### src/rtl/mbox_ring_pkg.sv
package mbox_ring_pkg;

    localparam int PTR_W = 8;

    typedef logic [PTR_W-1:0] ptr_t;

    typedef enum logic [1:0] {
        WIN_PUSH  = 2'd0,
        REG_CTRL  = 2'd1,
        WIN_POP   = 2'd2,
        REG_DSTAT = 2'd3
    } word_sel_e;

    // control field, bit 0 upward: ie, is, ig, rdy, rst, err
    typedef struct packed {
        logic err;
        logic rst;
        logic rdy;
        logic ig;
        logic is;
        logic ie;
    } ctrl_bits_t;

    function automatic logic [31:0] pack_word(logic [7:0] depth, ptr_t wp, ptr_t rp, logic [7:0] low);
        return {depth, wp, rp, low};
    endfunction

endpackage

### src/rtl/mbox_ring_fifo.sv
module mbox_ring_fifo
    import mbox_ring_pkg::*;
#(
    parameter int DEPTH = 8,
    parameter int W     = 32
) (
    input  logic         clk,
    input  logic         rst,
    input  logic         flush,
    input  logic         push,
    input  logic [W-1:0] push_data,
    input  logic         pop,
    output logic [W-1:0] head,
    output ptr_t         wp,
    output ptr_t         rp,
    output logic         full,
    output logic         empty,
    output logic         push_ok,
    output logic         pop_ok
);
    // DEPTH must be a power of two between 2 and 128
    localparam int   IDX_W  = $clog2(DEPTH);
    localparam ptr_t DEPTHP = ptr_t'(DEPTH);

    logic [W-1:0] slots [DEPTH];
    ptr_t wp_q, rp_q, level;

    assign level   = wp_q - rp_q;
    assign empty   = (level == '0);
    assign full    = (level == DEPTHP);
    assign push_ok = push & ~full;
    assign pop_ok  = pop & ~empty & ~flush;
    assign head    = empty ? '0 : slots[rp_q[IDX_W-1:0]];
    assign wp      = wp_q;
    assign rp      = rp_q;

    always_ff @(posedge clk) begin
        if (rst) begin
            wp_q <= '0;
            rp_q <= '0;
        end else begin
            if (push_ok) wp_q <= wp_q + ptr_t'(1);
            if (flush)       rp_q <= wp_q;
            else if (pop_ok) rp_q <= rp_q + ptr_t'(1);
        end
    end

    always_ff @(posedge clk) begin
        if (push_ok) slots[wp_q[IDX_W-1:0]] <= push_data;
    end

    assert_level_bound_R3: assert property (@(posedge clk) disable iff (rst)
        level <= DEPTHP);
    assert_full_drop_R3: assert property (@(posedge clk) disable iff (rst)
        (push && full) |=> $stable(wp_q));
    assert_ptr_wrap_R4: assert property (@(posedge clk) disable iff (rst)
        pop_ok |=> (rp_q == $past(rp_q) + ptr_t'(1)));
    assert_flush_empties_R10: assert property (@(posedge clk) disable iff (rst)
        (flush && !push) |=> empty);

endmodule

### src/rtl/mbox_host_csr.sv
module mbox_host_csr
    import mbox_ring_pkg::*;
(
    input  logic       clk,
    input  logic       rst,
    input  logic       wr,
    input  logic [4:0] wbits,
    input  logic       ev_pop,
    input  logic       ev_push,
    input  logic       push_drop,
    input  logic       dev_ready,
    output ctrl_bits_t ctl,
    output logic       dev_rdy_q,
    output logic       flush,
    output logic       irq,
    output logic       doorbell
);
    ctrl_bits_t ctl_q;
    logic       dr_q;
    logic       ev;

    assign ev       = ev_pop | ev_push | (dev_ready ^ dr_q);
    assign flush    = wr & wbits[4] & ~ctl_q.rst;
    assign irq      = ctl_q.is & ctl_q.ie;
    assign doorbell = ctl_q.ig;
    assign ctl      = ctl_q;
    assign dev_rdy_q = dr_q;

    always_ff @(posedge clk) begin
        if (rst) begin
            ctl_q <= '0;
            dr_q  <= 1'b0;
        end else begin
            dr_q     <= dev_ready;
            ctl_q.ig <= wr & wbits[2];
            if (wr) begin
                ctl_q.ie  <= wbits[0];
                ctl_q.rdy <= wbits[3] & ~wbits[4];
                ctl_q.rst <= wbits[4];
            end
            if (ev)                  ctl_q.is <= 1'b1;
            else if (wr && wbits[1]) ctl_q.is <= 1'b0;
            if (flush)          ctl_q.err <= 1'b0;
            else if (push_drop) ctl_q.err <= 1'b1;
        end
    end

    assert_set_wins_R6: assert property (@(posedge clk) disable iff (rst)
        ev |=> ctl_q.is);
    assert_w1c_R5: assert property (@(posedge clk) disable iff (rst)
        (wr && wbits[1] && !ev) |=> !ctl_q.is);
    assert_doorbell_pulse_R8: assert property (@(posedge clk) disable iff (rst)
        !(wr && wbits[2]) |=> !ctl_q.ig);
    assert_rdy_low_in_reset_R9: assert property (@(posedge clk) disable iff (rst)
        ctl_q.rst |-> !ctl_q.rdy);
    assert_err_sticky_R3: assert property (@(posedge clk) disable iff (rst)
        (ctl_q.err && !flush) |=> ctl_q.err);

endmodule

### src/rtl/mbox_ring_csr.sv
module mbox_ring_csr
    import mbox_ring_pkg::*;
#(
    parameter int DEPTH = 8
) (
    input  logic        clk,
    input  logic        rst,
    input  logic        host_wr,
    input  logic        host_rd,
    input  logic [1:0]  host_addr,
    input  logic [31:0] host_wdata,
    output logic [31:0] host_rdata,
    output logic        irq,
    output logic        doorbell,
    output logic        dev_h2d_valid,
    output logic [31:0] dev_h2d_data,
    input  logic        dev_pop,
    input  logic        dev_push,
    input  logic [31:0] dev_push_data,
    output logic        dev_d2h_full,
    input  logic        dev_ready
);
    localparam logic [7:0] DEPTH8 = 8'(DEPTH);

    word_sel_e  sel;
    ctrl_bits_t ctl;
    ptr_t       h_wp, h_rp, d_wp, d_rp;
    logic       h_full, h_empty, h_push_ok, h_pop_ok;
    logic       d_empty, d_push_ok, d_pop_ok;
    logic       flush, dev_rdy_q, csr_wr, win_push, win_pop;
    logic [31:0] d_head;

    assign sel      = word_sel_e'(host_addr);
    assign csr_wr   = host_wr && (sel == REG_CTRL);
    assign win_push = host_wr && (sel == WIN_PUSH);
    assign win_pop  = host_rd && (sel == WIN_POP);

    mbox_ring_fifo #(.DEPTH(DEPTH), .W(32)) u_h2d (
        .clk(clk), .rst(rst), .flush(flush),
        .push(win_push), .push_data(host_wdata), .pop(dev_pop),
        .head(dev_h2d_data), .wp(h_wp), .rp(h_rp),
        .full(h_full), .empty(h_empty), .push_ok(h_push_ok), .pop_ok(h_pop_ok)
    );

    mbox_ring_fifo #(.DEPTH(DEPTH), .W(32)) u_d2h (
        .clk(clk), .rst(rst), .flush(1'b0),
        .push(dev_push), .push_data(dev_push_data), .pop(win_pop),
        .head(d_head), .wp(d_wp), .rp(d_rp),
        .full(dev_d2h_full), .empty(d_empty), .push_ok(d_push_ok), .pop_ok(d_pop_ok)
    );

    mbox_host_csr u_csr (
        .clk(clk), .rst(rst), .wr(csr_wr), .wbits(host_wdata[4:0]),
        .ev_pop(h_pop_ok), .ev_push(d_push_ok), .push_drop(win_push & h_full),
        .dev_ready(dev_ready), .ctl(ctl), .dev_rdy_q(dev_rdy_q),
        .flush(flush), .irq(irq), .doorbell(doorbell)
    );

    assign dev_h2d_valid = ~h_empty;

    always_comb begin
        case (sel)
            WIN_PUSH: host_rdata = '0;
            REG_CTRL: host_rdata = pack_word(DEPTH8, h_wp, h_rp, {2'b00, ctl});
            WIN_POP:  host_rdata = d_head;
            default:  host_rdata = pack_word(DEPTH8, d_wp, d_rp, {7'd0, dev_rdy_q});
        endcase
    end

    assert_empty_read_zero_R11: assert property (@(posedge clk) disable iff (rst)
        (win_pop && d_empty) |-> (host_rdata == 32'd0 && !d_pop_ok));
    assert_push_advances_R2: assert property (@(posedge clk) disable iff (rst)
        h_push_ok |=> (h_wp == $past(h_wp) + ptr_t'(1)));

endmodule

### config.mk
export PLATFORM = sky130hd
export DESIGN_NAME = mbox_ring_csr
export DESIGN_NICKNAME = d
export VERILOG_FILES = /design/src/rtl/mbox_ring_pkg.sv /design/src/rtl/mbox_ring_fifo.sv /design/src/rtl/mbox_host_csr.sv /design/src/rtl/mbox_ring_csr.sv
export SDC_FILE = /design/constraint.sdc
export NUM_CORES = 1
export LEC_CHECK = 0
export ABC_CLOCK_PERIOD_IN_PS = 7330
export BUFFER_PORTS_ARGS = -buffer_cell sky130_fd_sc_hd__buf_2
export CORE_MARGIN = 1.5
export CORE_UTILIZATION = 30
export DETAILED_ROUTE_END_ITERATION = 10
export PLACE_DENSITY_LB_ADDON = 0.08
export SETUP_SLACK_MARGIN = 0.3
export SKIP_LAST_GASP = 1
export SYNTH_ARGS = -nofsm -noshare
export SYNTH_HDL_FRONTEND = slang
export SYNTH_SLANG_ARGS = --single-unit
### constraint.sdc
create_clock -name clk -period 7.33 [get_ports clk]
set_clock_uncertainty 0.15 [all_clocks]
set_input_delay 0.3665 -clock clk [delete_from_list [all_inputs] [get_ports clk]]
set_output_delay 0.3665 -clock clk [all_outputs]
set_load 0.1 [all_outputs]
Word level (Yosys, flattened, before mapping)
Memory sizes are Yosys's and may differ from the RTL's. A register that Yosys moved wholly into a read port is not among the register bits.
Index checks and enable logic that the tools add are counted.
- bits in registers: 39
- memory bits (writable): 512
- bits of input ports: 73
- output and inout port bits: 68
- memories: 2
- add/sub/neg operators: 6
- equality and inequality tests: 4
- muxes and demuxes: 15
- bitwise gates (word level): 21
- reductions and logical operators: 10
- memory list (memory ; depth ; width ; read ports ; clocked after Yosys merged registers in ; write ports ; RTL line ; text):
    u_d2h.slots ; 8 ; 32 ; 1 ; 1 ; 1 ; mbox_ring_fifo.sv:25 ; logic [W-1:0] slots [DEPTH];
    u_h2d.slots ; 8 ; 32 ; 1 ; 1 ; 1 ; mbox_ring_fifo.sv:25 ;
- operator list (cell ; number):
    32-bit case mux with 3 select lines ; 1
    32-bit 2-to-1 mux ; 2
    8-bit by 1-bit adder with 8-bit output (second input constant) ; 4
    8-bit by 4-bit == test with 1-bit output (second input constant) ; 2
    8-bit zero test ; 2
    8-bit 2-to-1 mux ; 2
    8-bit subtractor ; 2
    3-bit 2-to-1 mux ; 4
    1-bit AND ; 11
    1-bit NOT ; 7
    1-bit 2-to-1 mux ; 6
    1-bit logical AND ; 4
    2-bit nonzero test ; 2
    2-bit by 1-bit == test with 1-bit output (second input constant) ; 1
    2-bit == test (second input constant) ; 1
    2-bit zero test ; 1
    1-bit OR ; 2
    2-bit OR reduction ; 1
    1-bit XOR ; 1

Longest topological paths before layout
- depth after elaboration: 10
- depth in mapped cells: 12
- mapped depth without buffers: 9

Cells and area by module
From an unflattened synthesis, not the netlist that was laid out.
- cell total of the unflattened synthesis: 1231
- area, all modules: 22871.9 um^2
- modules (own cells, without submodules) (module ; instances ; cells each ; area an instance (um^2) ; seq. area each (um^2)):
    mbox_ring_fifo (u_h2d) ; 1 ; 566 ; 11036.8 ; 8067.7
    mbox_ring_fifo (u_d2h) ; 1 ; 574 ; 11020.6 ; 8067.7
    mbox_ring_csr ; 1 ; 64 ; 534.3 ; 0.0
    mbox_host_csr ; 1 ; 27 ; 280.3 ; 140.1

Worst setup path after synthesis
OpenSTA, ideal clock, no wires.
- kind: register to register
- start point: reg u_d2h.wp_q[0], in the netlist u_d2h.wp[0]
- end point: mem u_d2h.slots[2][0] (enable)
- arrival: 5.449 ns
- required time: 6.667 ns
- setup slack: 1.218 ns
- stages on the path, launching flop included: 10
- buffers on the path: 1
- cell sequence: dfxtp_1 -> clkbuf_1 -> inv_1 -> ha_1 -> nor2b_4 -> o31a_4 -> o22ai_1 -> xnor2_1 -> o31ai_4 -> nor4b_1
- cells in the longest elaborated chain, start to end: 6
- RTL lines (what ; RTL line ; text):
    start, declared ; mbox_ring_fifo.sv:26 ; ptr_t wp_q, rp_q, level;
    start signal, assigned ; mbox_ring_fifo.sv:42 ; if (push_ok) wp_q <= wp_q + ptr_t'(1);
    8-bit subtractor ; mbox_ring_fifo.sv:28 ; assign level = wp_q - rp_q;
    8-bit by 4-bit == test with 1-bit output ; mbox_ring_fifo.sv:30 ; assign full = (level == DEPTHP);
    1-bit NOT ; mbox_ring_fifo.sv:31 ; assign push_ok = push & ~full;
    1-bit AND ; mbox_ring_fifo.sv:31 ;
    1-bit 2-to-1 mux ; mbox_ring_fifo.sv:49 ; if (push_ok) slots[wp_q[IDX_W-1:0]] <= push_data;
    1-bit 2-to-1 mux (implied by the code) ; mbox_ring_fifo.sv:49 ;
    end, declared ; mbox_ring_fifo.sv:25 ;
Several ways; a longest one is shown, not always the timed one.

Worst setup path after layout
- start point: reg u_d2h.wp_q[2], in the netlist u_d2h.wp[2]
- end point: out host_rdata[16]
- cells in the longest elaborated chain, start to end: 4
- RTL lines (what ; RTL line ; text):
    8-bit subtractor ; mbox_ring_fifo.sv:28 ;
    8-bit zero test ; mbox_ring_fifo.sv:29 ; assign empty = (level == '0);
    32-bit 2-to-1 mux ; mbox_ring_fifo.sv:33 ; assign head = empty ? '0 : slots[rp_q[IDX_W-1:0]];
    32-bit case mux with 3 select lines ; mbox_ring_csr.sv:62 ; case (sel)
    end, declared ; mbox_ring_csr.sv:12 ; output logic [31:0] host_rdata,
Every way passes these cells.

==> run summary <==
Of the total power, the share spent switching nets is 0.362. The worst setup path is of the reg -> out kind. The count of routing violations after the opening detailed-route iteration came out at 653. Of the post-synthesis cell area, the dominant cell type holds 0.685. The final weighted congestion of routability-driven global placement is 0.759. The peak supply drop came out at 0.255 mV. The TritonCTS sink count is 557. The primary flip-flop cell chosen by synthesis mapping is edfxtp_1.

The worst setup path is captured at a primary output. The clock buffer count from CTS came out at 67. In the synthesized netlist the async set-or-reset flop fraction comes to 0. After clock tree synthesis, the repair step resized 0 gates.

TritonCTS built the clock tree. The critical-path maximum fanout came out at 38. The clock transition time at the flip-flop clock pins of the worst setup and hold paths is 60 ps. The post-route total power is 9.43 mW. The clock period minus worst slack is 4860 ps. Entering global routing, the biggest net connects 65 pins. The first-pass iteration count of the detailed router is 5.

The flow ran to the end, and the final reports show no timing, DRC or antenna violations. The global-route wire length before repair came out at 84,000 um. The leftover overflow at the end of global routing is 0. The total count of hold-check failures in the final report is 0. The longest clock path from root to sink contains 3 buffers. In the finished design, the share of the clock period the worst path needs comes to 0.663. The ratio of cells with drive above 1 in the final layout came out at 0.290.

The starting density of the core came out at 0.302. The die height is 277 um. The worst path required time is 6810 ps. Setup violations remaining at the end of the flow were counted as 0. The worst min-delay path category is in -> reg. The synthesized area divided by synthesized cell count is 19.1 um^2. The post-synthesis cell area is 0.0225 mm^2. The post-detailed-route DRC marker count is 0. The total power density per cell area came out at 346 mW/mm^2.

The worst setup slack after placement came out at 3070 ps. The final net count came out at 1,510. The final worst slack came out at 2470 ps.

The via count of the first global-routing pass is 12,365. The design internal power is 6.01 mW. Setup repair after global routing left no endpoint under its margin. The post-detailed-route via-to-cell ratio came out at 4.79.

Derived from the worst setup path, the maximum achievable clock frequency is 206 MHz. The number of cells on the worst hold path came out at 3. The fraction of power consumed by the clock network is 0.338. Relative to the synthesized area, the layout overhead comes to 21.3%.

By area the synthesized netlist is led by edfxtp_1 68%, mux4_2 13%, dfxtp_1 4.0%. The total of fill cells in the finished design is 7,021. Buffers placed on the I/O ports in this run total 140.

The fraction of the yosys area taken by sequential cells is 0.725. The number of slew-limit violations in the final report came out at 0. The number of max-capacitance violations reported is 0. The count of distinct cell types in the synthesized netlist is 66. The CTS H-tree depth is 3. The analysis attributes to net switching a power of 3.41 mW.

Clock latency on the worst-skew pair, taken at its later pin, is 600 ps. The worst reg2reg path depth is 8. The count of nets left with antenna violations once routing finished came out at 0. The instance count of the mapped netlist came out at 1,177. The cell sitting at the root of the clock tree is a clkbuf_16.

For this run, the number of Yosys warnings is 0. The sequential fraction of design power is 0.393. The flip-flop and latch count after synthesis came out at 557. The total wirelength of the detailed-routed design came out at 57,200 um. The transition time at the pin with the least slew margin came out at 1160 ps.

The part of the total power dissipated in combinational logic came out at 0.269. The area of the core region came out at 0.0743 mm^2. The placement row count is 100. The instance area at placement came out at 0.0244 mm^2.

The floorplan step defined a die boundary enclosing 0.0765 mm^2. The number of antenna violations at the first check in global routing is 2. The final cell area excluding filler cells came out at 0.0272 mm^2.

In the final routed layout, each cell accounts on average for 23.5 um. Across every metal layer, demand over resource in global routing totals 0.149. Counting flops with a built-in enable in the synthesized netlist gives 512. During I/O placement, the number of pins put on the boundary was 141. The number of nets in the synthesized netlist is 1,268. The biggest area contributor in the post-synthesis netlist is edfxtp_1.

STA puts the critical path data arrival time at 4350 ps. In this run the tightest slew margin relative to its limit is 0.218. STA classifies the critical path startpoint as a flop. The via count is 11,674. In this run the register-to-register setup slack is 3270 ps. The die is 277 um wide. The standby leakage power is 8.75 nW. The antenna cell count is 0. The total negative setup slack is 0 ps.

The detailed placer's ending HPWL came out at 33,300 um.
-- cell usage after synthesis (6+ instances only) --
| cell | count |
|---|---|
| o31ai_1 | 9 |
| ha_1 | 18 |
| nand4_1 | 8 |
| clkbuf_1 | 35 |
| nand2_1 | 26 |
| edfxtp_1 | 512 |
| nor3_1 | 11 |
| mux2i_1 | 80 |
| inv_1 | 25 |
| mux4_2 | 128 |
| or3_1 | 7 |
| xor2_1 | 7 |
| nor2_1 | 68 |
| nor2b_1 | 8 |
| dfxtp_1 | 45 |
| a21oi_1 | 23 |
| o211ai_1 | 6 |
| buf_2 | 6 |
| o22ai_1 | 18 |
| nand3_1 | 18 |
| or4_1 | 12 |
| buf_1 | 19 |
| xnor2_1 | 6 |
-- area by class of cell --
cell class                 count  area (um^2)  area share
clock inverter                34          379      0.0139
tap                          969         1210      0.0445
inverter                      25         93.8     0.00345
clock buffer                  84         1740      0.0639
multi-input combinational    533         5940       0.218
sequential                   557        16300       0.598
timing repair buffer         235         1580      0.0581
-- placed cells by master (no fill, tap or decap), drive strengths merged, types with 3 or more instances in the layout --
cell         synthesis  layout
a211oi               3       3
a21o                 3       3
a21oi               23      23
a32o                 5       5
and2                 5       5
buf                 27     168
bufinv               0       5
clkbuf              35      84
clkinv               0      27
dfxtp               45      45
dlygate4sd3          0      67
edfxtp             512     512
ha                  18      18
inv                 25      27
mux2                 9       9
mux2i               80      80
mux4               128     128
nand2               26      26
nand2b               4       4
nand3               18      18
nand4                8       8
nor2                69      69
nor2b                9       9
nor3                13      13
nor3b                3       3
nor4                 5       5
o211ai               6       6
o21ai                8       8
o22ai               18      18
o311ai               3       3
o31ai               11      11
or3                  7       7
or4                 13      13
xnor2                6       6
xor2                 7       7
-- path summary, 6_finish.rpt --
| path | from | to |
|---|---|---|
| worst max-delay path | u_d2h.wp[2] | host_rdata[16] |
| worst min-delay path | dev_pop | flop |
| worst min register to register | u_csr.ctl[0] | u_csr.ctl[0] |
| worst max register to register | u_h2d.wp[2] | u_h2d.slots[4][22] |
-- per-layer routing --
metal,vias to the layer above,wire (um),GRT usage
met5,-,10,0
met4,2,1390,0.0483
met3,91,2090,0.0267
met2,229,28200,0.250
met1,6057,25500,0.197
li1,5295,-,-
-- flip-flops by register name, indices dropped and copies added (netlist names), named ones only --
signal / count
u_csr.dev_rdy_q: 1
u_d2h.rp: 8
u_csr.ctl: 5
u_d2h.slots: 256
u_h2d.slots: 256
u_h2d.rp: 8
u_d2h.wp: 8
u_h2d.wp: 8
u_csr.doorbell: 1
-- what timing repair did --
item	in CTS	in global routing
buffers inserted	0	0
endpoints found under the setup margin	0	0
hold buffers	67	0
hold endpoints to repair	516	0
-- power by group through the flow --
stage / Sequential, mW / Combinational [mW] / Clock (mW)
finish: 3.70 / 2.54 / 3.19
global route: 3.72 / 2.66 / 3.42
CTS: 3.71 / 2.59 / 3.30
detailed placement: 3.78 / 2.55 / 0
global placement: 3.78 / 2.54 / 0
floorplan: 3.67 / 2.08 / 0
-- worst max-delay path, cell delays in order (launching register included) --
cell and delay (ps):
dfxtp_1 640, ha_1 360, o21a_1 190, o31a_4 140, or4_4 480, a2111o_4 540, o311ai_4 300, buf_4 460
o22ai_1 230, buf_2 370
-- kinds of logic after synthesis --
logic type      count (synthesis)  share of synthesized area
compound gates                 97                     0.0324
xor+xnor                       14                    0.00607
fa+ha+maj                      18                     0.0100
buf+inv                        87                     0.0154
flops                         557                      0.725
mux                           217                      0.169
simple gates                  187                     0.0427
-- metrics by stage --
stage | instances | hold WS, ps | utilization
after global placement | 2252 | 316 | 0.329
after CTS | 2437 | 70.8 | 0.366
after detailed placement | 2252 | 326 | 0.329
after floorplan | 1177 | 287 | -
after global routing | 2437 | 106 | 0.366
final | 2437 | 99.6 | 0.366
No activity file was read; power rests on OpenSTA's default activity.
